[config.mk]
export PLATFORM = sky130hd
export DESIGN_NAME = dma_slave_ctl
export DESIGN_NICKNAME = d
export VERILOG_FILES = /design/src/rtl/dma_pkg.sv /design/src/rtl/dma_buf_ram.sv /design/src/rtl/dma_strobe_det.sv /design/src/rtl/dma_seq.sv /design/src/rtl/dma_slave_ctl.sv
export SDC_FILE = /design/constraint.sdc
export NUM_CORES = 2
export LEC_CHECK = 0
export BUFFER_PORTS_ARGS = -buffer_cell sky130_fd_sc_hd__buf_2
export CAP_MARGIN = 20
export CORE_MARGIN = 3
export CORE_UTILIZATION = 45
export CTS_CLUSTER_SIZE = 20
export DETAILED_ROUTE_END_ITERATION = 16
export GPL_TIMING_DRIVEN = 0
export HOLD_SLACK_MARGIN = 0.02
export PLACE_DENSITY_LB_ADDON = 0.1
export SLEW_MARGIN = 20
export SYNTH_ARGS = -nofsm -noshare
export SYNTH_HDL_FRONTEND = slang
export SYNTH_SLANG_ARGS = --single-unit
[constraint.sdc]
create_clock -name clk -period 7.2 [get_ports clk]
set_input_delay 1.44 -clock clk [delete_from_list [all_inputs] [get_ports clk]]
set_output_delay 1.44 -clock clk [all_outputs]
set_load 0.01 [all_outputs]
[src/rtl/dma_pkg.sv]
package dma_pkg;
    localparam int ADDR_W = 8;
    localparam int CNT_W  = 9;
    localparam int DATA_W = 8;

    typedef enum logic [1:0] {
        ST_IDLE = 2'd0,
        ST_REQ  = 2'd1,
        ST_GAP  = 2'd2
    } dma_state_e;

    typedef enum logic {
        DIR_TO_RAM   = 1'b0,
        DIR_FROM_RAM = 1'b1
    } dma_dir_e;

    function automatic logic pick_strobe(input dma_dir_e dir, input logic rd_n, input logic wr_n);
        return (dir == DIR_FROM_RAM) ? rd_n : wr_n;
    endfunction
endpackage

[src/rtl/dma_buf_ram.sv]
module dma_buf_ram #(
    parameter int AW = dma_pkg::ADDR_W,
    parameter int DW = dma_pkg::DATA_W
) (
    input  logic          clk,
    input  logic          we_i,
    input  logic [AW-1:0] addr_i,
    input  logic [DW-1:0] wdata_i,
    output logic [DW-1:0] rdata_o
);
    localparam int DEPTH = 1 << AW;

    logic [DW-1:0] mem [DEPTH];

    always_ff @(posedge clk) begin
        if (we_i) mem[addr_i] <= wdata_i;
    end

    assign rdata_o = mem[addr_i];
endmodule

[src/rtl/dma_strobe_det.sv]
module dma_strobe_det
    import dma_pkg::*;
#(
    parameter int DW = dma_pkg::DATA_W
) (
    input  logic          clk,
    input  logic          rst,
    input  dma_dir_e      dir_i,
    input  logic          dack_n_i,
    input  logic          rd_n_i,
    input  logic          wr_n_i,
    input  logic [DW-1:0] bus_d_i,
    output logic          hit_o,
    output logic          act_o,
    output logic [DW-1:0] data_o
);
    logic          strb;
    logic          act_q;
    logic [DW-1:0] data_q;

    assign strb  = pick_strobe(dir_i, rd_n_i, wr_n_i);
    assign act_o = !dack_n_i && !strb;
    assign hit_o = act_q && strb;
    assign data_o = data_q;

    always_ff @(posedge clk) begin
        if (rst) begin
            act_q  <= 1'b0;
            data_q <= '0;
        end else begin
            act_q <= act_o;
            if (act_o && dir_i == DIR_TO_RAM) data_q <= bus_d_i;
        end
    end

    assert_ack_seen_R7: assert property (@(posedge clk) disable iff (rst)
        hit_o |-> $past(!dack_n_i));
endmodule

[src/rtl/dma_seq.sv]
module dma_seq
    import dma_pkg::*;
#(
    parameter int AW = dma_pkg::ADDR_W,
    parameter int CW = dma_pkg::CNT_W
) (
    input  logic          clk,
    input  logic          rst,
    input  logic          start_i,
    input  dma_dir_e      dir_i,
    input  logic [AW-1:0] base_i,
    input  logic [CW-1:0] count_i,
    input  logic          hit_i,
    output logic          drq_n_o,
    output logic          busy_o,
    output logic          done_o,
    output logic          take_o,
    output dma_dir_e      dir_o,
    output logic [AW-1:0] ptr_o
);
    dma_state_e    state_q;
    dma_dir_e      dir_q;
    logic [AW-1:0] ptr_q;
    logic [CW-1:0] rem_q;
    logic          done_q;

    assign take_o  = (state_q == ST_REQ) && hit_i;
    assign drq_n_o = (state_q != ST_REQ);
    assign busy_o  = (state_q != ST_IDLE);
    assign done_o  = done_q;
    assign dir_o   = dir_q;
    assign ptr_o   = ptr_q;

    always_ff @(posedge clk) begin
        if (rst) begin
            state_q <= ST_IDLE;
            dir_q   <= DIR_TO_RAM;
            ptr_q   <= '0;
            rem_q   <= '0;
            done_q  <= 1'b0;
        end else begin
            done_q <= 1'b0;
            unique case (state_q)
                ST_IDLE: begin
                    if (start_i) begin
                        dir_q <= dir_i;
                        ptr_q <= base_i;
                        rem_q <= count_i;
                        if (count_i == '0) done_q  <= 1'b1;
                        else               state_q <= ST_REQ;
                    end
                end
                ST_REQ: begin
                    if (hit_i) begin
                        ptr_q <= ptr_q + 1'b1;
                        rem_q <= rem_q - 1'b1;
                        if (rem_q == CW'(1)) begin
                            state_q <= ST_IDLE;
                            done_q  <= 1'b1;
                        end else begin
                            state_q <= ST_GAP;
                        end
                    end
                end
                ST_GAP:  state_q <= ST_REQ;
                default: state_q <= ST_IDLE;
            endcase
        end
    end

    assert_gap_after_byte_R4: assert property (@(posedge clk) disable iff (rst)
        take_o |=> drq_n_o);
    assert_rearm_R4: assert property (@(posedge clk) disable iff (rst)
        (state_q == ST_GAP) |=> !drq_n_o);
    assert_count_step_R3: assert property (@(posedge clk) disable iff (rst)
        take_o |=> (rem_q + 1'b1) == $past(rem_q));
    assert_done_quiet_R5: assert property (@(posedge clk) disable iff (rst)
        done_o |-> (drq_n_o && !busy_o));
    assert_zero_len_R6: assert property (@(posedge clk) disable iff (rst)
        (!busy_o && start_i && count_i == '0) |=> (done_o && drq_n_o));
    assert_busy_start_R9: assert property (@(posedge clk) disable iff (rst)
        (busy_o && start_i) |=> $stable(dir_q));
endmodule

[src/rtl/dma_slave_ctl.sv]
module dma_slave_ctl
    import dma_pkg::*;
#(
    parameter int AW = dma_pkg::ADDR_W,
    parameter int CW = dma_pkg::CNT_W,
    parameter int DW = dma_pkg::DATA_W
) (
    input  logic          clk,
    input  logic          rst,
    input  logic          start_i,
    input  logic          dir_i,
    input  logic [AW-1:0] base_i,
    input  logic [CW-1:0] count_i,
    input  logic          dack_n_i,
    input  logic          wr_n_i,
    input  logic          rd_n_i,
    input  logic [DW-1:0] bus_d_i,
    output logic [DW-1:0] bus_d_o,
    output logic          bus_oe_o,
    output logic          drq_n_o,
    output logic          busy_o,
    output logic          done_o
);
    dma_dir_e      cur_dir;
    logic          hit, act, take;
    logic [AW-1:0] ptr;
    logic [DW-1:0] wdata, rdata;

    dma_strobe_det #(.DW(DW)) u_det (
        .clk(clk), .rst(rst), .dir_i(cur_dir), .dack_n_i(dack_n_i),
        .rd_n_i(rd_n_i), .wr_n_i(wr_n_i), .bus_d_i(bus_d_i),
        .hit_o(hit), .act_o(act), .data_o(wdata)
    );

    dma_seq #(.AW(AW), .CW(CW)) u_seq (
        .clk(clk), .rst(rst), .start_i(start_i), .dir_i(dma_dir_e'(dir_i)),
        .base_i(base_i), .count_i(count_i), .hit_i(hit),
        .drq_n_o(drq_n_o), .busy_o(busy_o), .done_o(done_o),
        .take_o(take), .dir_o(cur_dir), .ptr_o(ptr)
    );

    dma_buf_ram #(.AW(AW), .DW(DW)) u_ram (
        .clk(clk), .we_i(take && cur_dir == DIR_TO_RAM),
        .addr_i(ptr), .wdata_i(wdata), .rdata_o(rdata)
    );

    assign bus_oe_o = busy_o && (cur_dir == DIR_FROM_RAM) && act;
    assign bus_d_o  = bus_oe_o ? rdata : '0;

    assert_oe_read_only_R10: assert property (@(posedge clk) disable iff (rst)
        bus_oe_o |-> (!rd_n_i && !dack_n_i));
endmodule

==> metrics.txt <==
status=complete, but fails checks; failing checks=setup timing; top_reg_cell synth=edfxtp_1; clock power share=a little over 40%; Seq cells post-synth=~2100; Yosys warnings=0; number of antenna violations at the first check in global routing=21; Pleak=between 20 and 30 nW; CP arrival=~6000 ps; DP Wirelength=~210000 um; vias=between 40000 and 50000; CP Launch Type=flip-flop; synthesized area per cell=just under 20 um^2; TritonCTS Buffers=between 200 and 250; row cnt=156; most area-hungry cell type in the Yosys netlist=edfxtp_1; Internal Pwr Total=between 20 and 25 mW; Worst Path Buf+Inv=5; NetSw=6.521 mW; WL per Instance=around 44 um; CTS Buffer Depth=3; Hold EP=u_seq.rem_q[8]; DRC=0; Max Slew Vio Count=0; setup repair bufs after CTS=0; Initial Utilization=between 40% and 50%; die width=~430 um; Max-cap violations=0; Reg clk slew, reported paths=60 ps; Seq/Total Area, Yosys=~76%; Finished Cell Area=a little over 90000 um^2; number of synthesized flops with an enable pin=a little over 2000; CP max FO=10; worst slew pin tran=between 1000 and 1500 ps; unrepaired setup endpoints after global routing=no; CP Capture Type=output pin; Routed WL=around 310000 um; CP most frequent cell=buf_2; Cell Count Post-Placement=between 6000 and 7000; highest achievable clock rate=roughly 0.13 GHz; H-Tree Level Count=4; cell chosen for the clock root=clkbuf_16; first-pass GRT wire length=408700 um; largest net degree at the start of global routing=77; CP peak stage delay=about 1200 ps; full die area=approximately 190000 um^2; WP data required=5760 ps; core footprint=between 150000 and 200000 um^2; GRT Total Usage=33.19%; largest cells by area after synthesis=edfxtp_1, mux4_2, mux2i_1; Logic pwr share=9.0%; pwr/cell area=284.6 nW/um^2; number of global-route vias before repair=between 40000 and 50000; Min-Delay Path Depth=2; post-synthesis net count=around 4200; worst skew pair latency=~890 ps; asr flop ratio synth=0%; Final ANT Viol Nets=0; share of cells above drive strength 1=21.17%; Reg power frac=50.3%; reg2reg start=u_seq.state_q[0]; Synth cell types=71; Final setup viols=1; period utilization=103.5%; hold wc startpoint=u_seq.rem_q[8]; Hold Path Class=reg2reg; CP max stage cell=a2111oi_0; Sw Ratio=roughly a quarter; hold_ws=roughly 540 ps; critical setup path kind=reg2out; reg-to-reg critical path endpoint=u_ram.mem[156][1]; Detailed Routing Iterations Pass 1=6; Cell Area, Placed=86740 um^2; Slew headroom=under 10%; gpl congestion=a little under 1; GR Overflow Total=0; Final Skew=about 38 ps; VDD IR max=0.0002273 V; critical-path cell list=buf_6, inv_2, buf_2, buf_2, nor2_1, nor2_1, o211ai_1, a2111oi_0, nand2_1, o22ai_1, buf_2; R2R setup slack=2650 ps; Fin. Hold Viols=0; first-iteration detailed-routing DRC count=around 8100; Syn-to-layout area delta=13.53%; cell family with most CP delay=buffers and inverters; Yosys top cell area share=between 70% and 80%; Die Height=433.7 um; pre-CTS worst setup slack=about 170 ps; PortBufs=42; clk sinks=~2100; Core Util, Final=51.55%; Avg Vias per Cell=approximately 6.7; TritonCTS clock tree=built; post-route setup slack=-251.4 ps; Finished Layout Cells=a little over 7000; Reg2Reg Depth=7; Top-Level Pins=44; fin crit period=between 7000 and 8000 ps; Mapped Area=~80000 um^2; nets@finish=4534; Mapped Cells=about 4200
routing by layer:
layer / track usage [%] / wire (um)
met3: 9.709 / 36960
met2: 47.98 / 135000
met1: 44.98 / 118300
met5: 0 / 42
met4: 19.17 / 22550
cell families (layout without fill, tap and decap cells):
family                   after synthesis  in the layout  share of synthesized area, %
flip-flops                          2086           2086                         75.62
other                                  0              7                             0
buffers and inverters                264            740                         2.407
AND/OR/NAND/NOR                      728            728                         4.013
AO/OA/AOI/OAI                        443            443                         3.664
multiplexers                         665            665                         14.21
adder cells (fa/ha/maj)                6              6                       0.09118
cell usage after synthesis (all sizes together) (70+ instances only):
cell type,n
nand2,140
clkbuf,99
mux2i,272
o22ai,91
buf,153
a21oi,85
nor3,85
o221ai,78
mux4,388
o21ai,70
nor2,349
edfxtp,2048
registers in the layout, summed over array words and instances (netlist names), named ones only:
name           count
u_det.act_q        1
u_det.data_o       8
u_ram.mem       2048
u_seq.dir_o        1
u_seq.done_o       1
u_seq.ptr_o        8
u_seq.rem_q        9
u_seq.state_q      2
how the worst max path moves through the flow:
stage                               start                end  slack [ps]  cells past startpoint
final                           flip-flop         bus_d_o[7]        -250                     11
after global routing            flip-flop         bus_d_o[7]         130                     12
after CTS                       flip-flop         bus_d_o[4]           9                     12
after detailed placement         dack_n_i         bus_d_o[7]         170                      8
after global placement    u_det.data_o[2]  u_ram.mem[178][2]       -2100                      0
after floorplan                    rd_n_i         bus_d_o[7]        2690                      6
cells in the final DEF, fill, tap and decap left out, drive strengths merged, types with 4 or more instances in the layout:
cell         n
nor4        30
edfxtp    2048
nor3        85
a221oi       8
a211oi      22
diode        7
mux2         5
or3          9
o221ai      78
nor3b        6
o22ai       91
o2111ai      4
inv         19
nor4b        4
a21oi       85
a22oi       22
mux2i      272
and3         8
or4          7
o31ai        6
nand3       41
buf        241
clkbuf     367
nor2b       10
dfxtp       38
o21a         4
mux4       388
nand4        9
o21ai       70
a2111oi      9
clkinvlp     9
a31oi       13
clkinv      90
o211ai      15
nand2      140
ha           6
and2        14
bufinv      13
nor2       349
cell type report:
cell class              instances  area, um^2
diodes                          7       17.52
plain buffers                 253        2006
clock buffers                 268        5712
clock inverters               120       977.2
fillers                     14530       87850
inverters                      11       41.29
multi-input cells            1842       18140
flip-flops and latches       2086       62290
well taps                    2370        2965
repair buffers                 88        1325
power groups by stage:
stage	Clock [mW]	Sequential, mW	Combinational, mW
CTS	10.9	13.4	2.32
global placement	0	13.9	2.07
global route	11.3	13.4	2.37
floorplan	0	13.7	1.04
detailed placement	0	13.6	2.31
finish	10.8	13.4	2.39
through the flow:
stage,setup TNS [ps],total power [mW]
3_5_place_dp,0,15.94
6_report,-251.4,26.60
3_3_place_gp,-3208890,15.96
4_1_cts,0,26.54
5_1_grt,0,27.08
2_1_floorplan,0,14.76
worst reg2reg max path: stages, from the launching register on:
cell,delay (ps)
dfxtp_1,350
nor2b_1,130
clkbuf_1,280
nand3_2,290
nor4b_2,1010
nand2_1,620
clkbuf_1,480
nor2_1,980
repair_timing:
action                                  4_1_cts  5_1_grt
gates resized for setup                       4        1
hold buffers                                  0        0
endpoints found under the setup margin        3        1
Note: power is estimated with default switching activity, not from simulation.
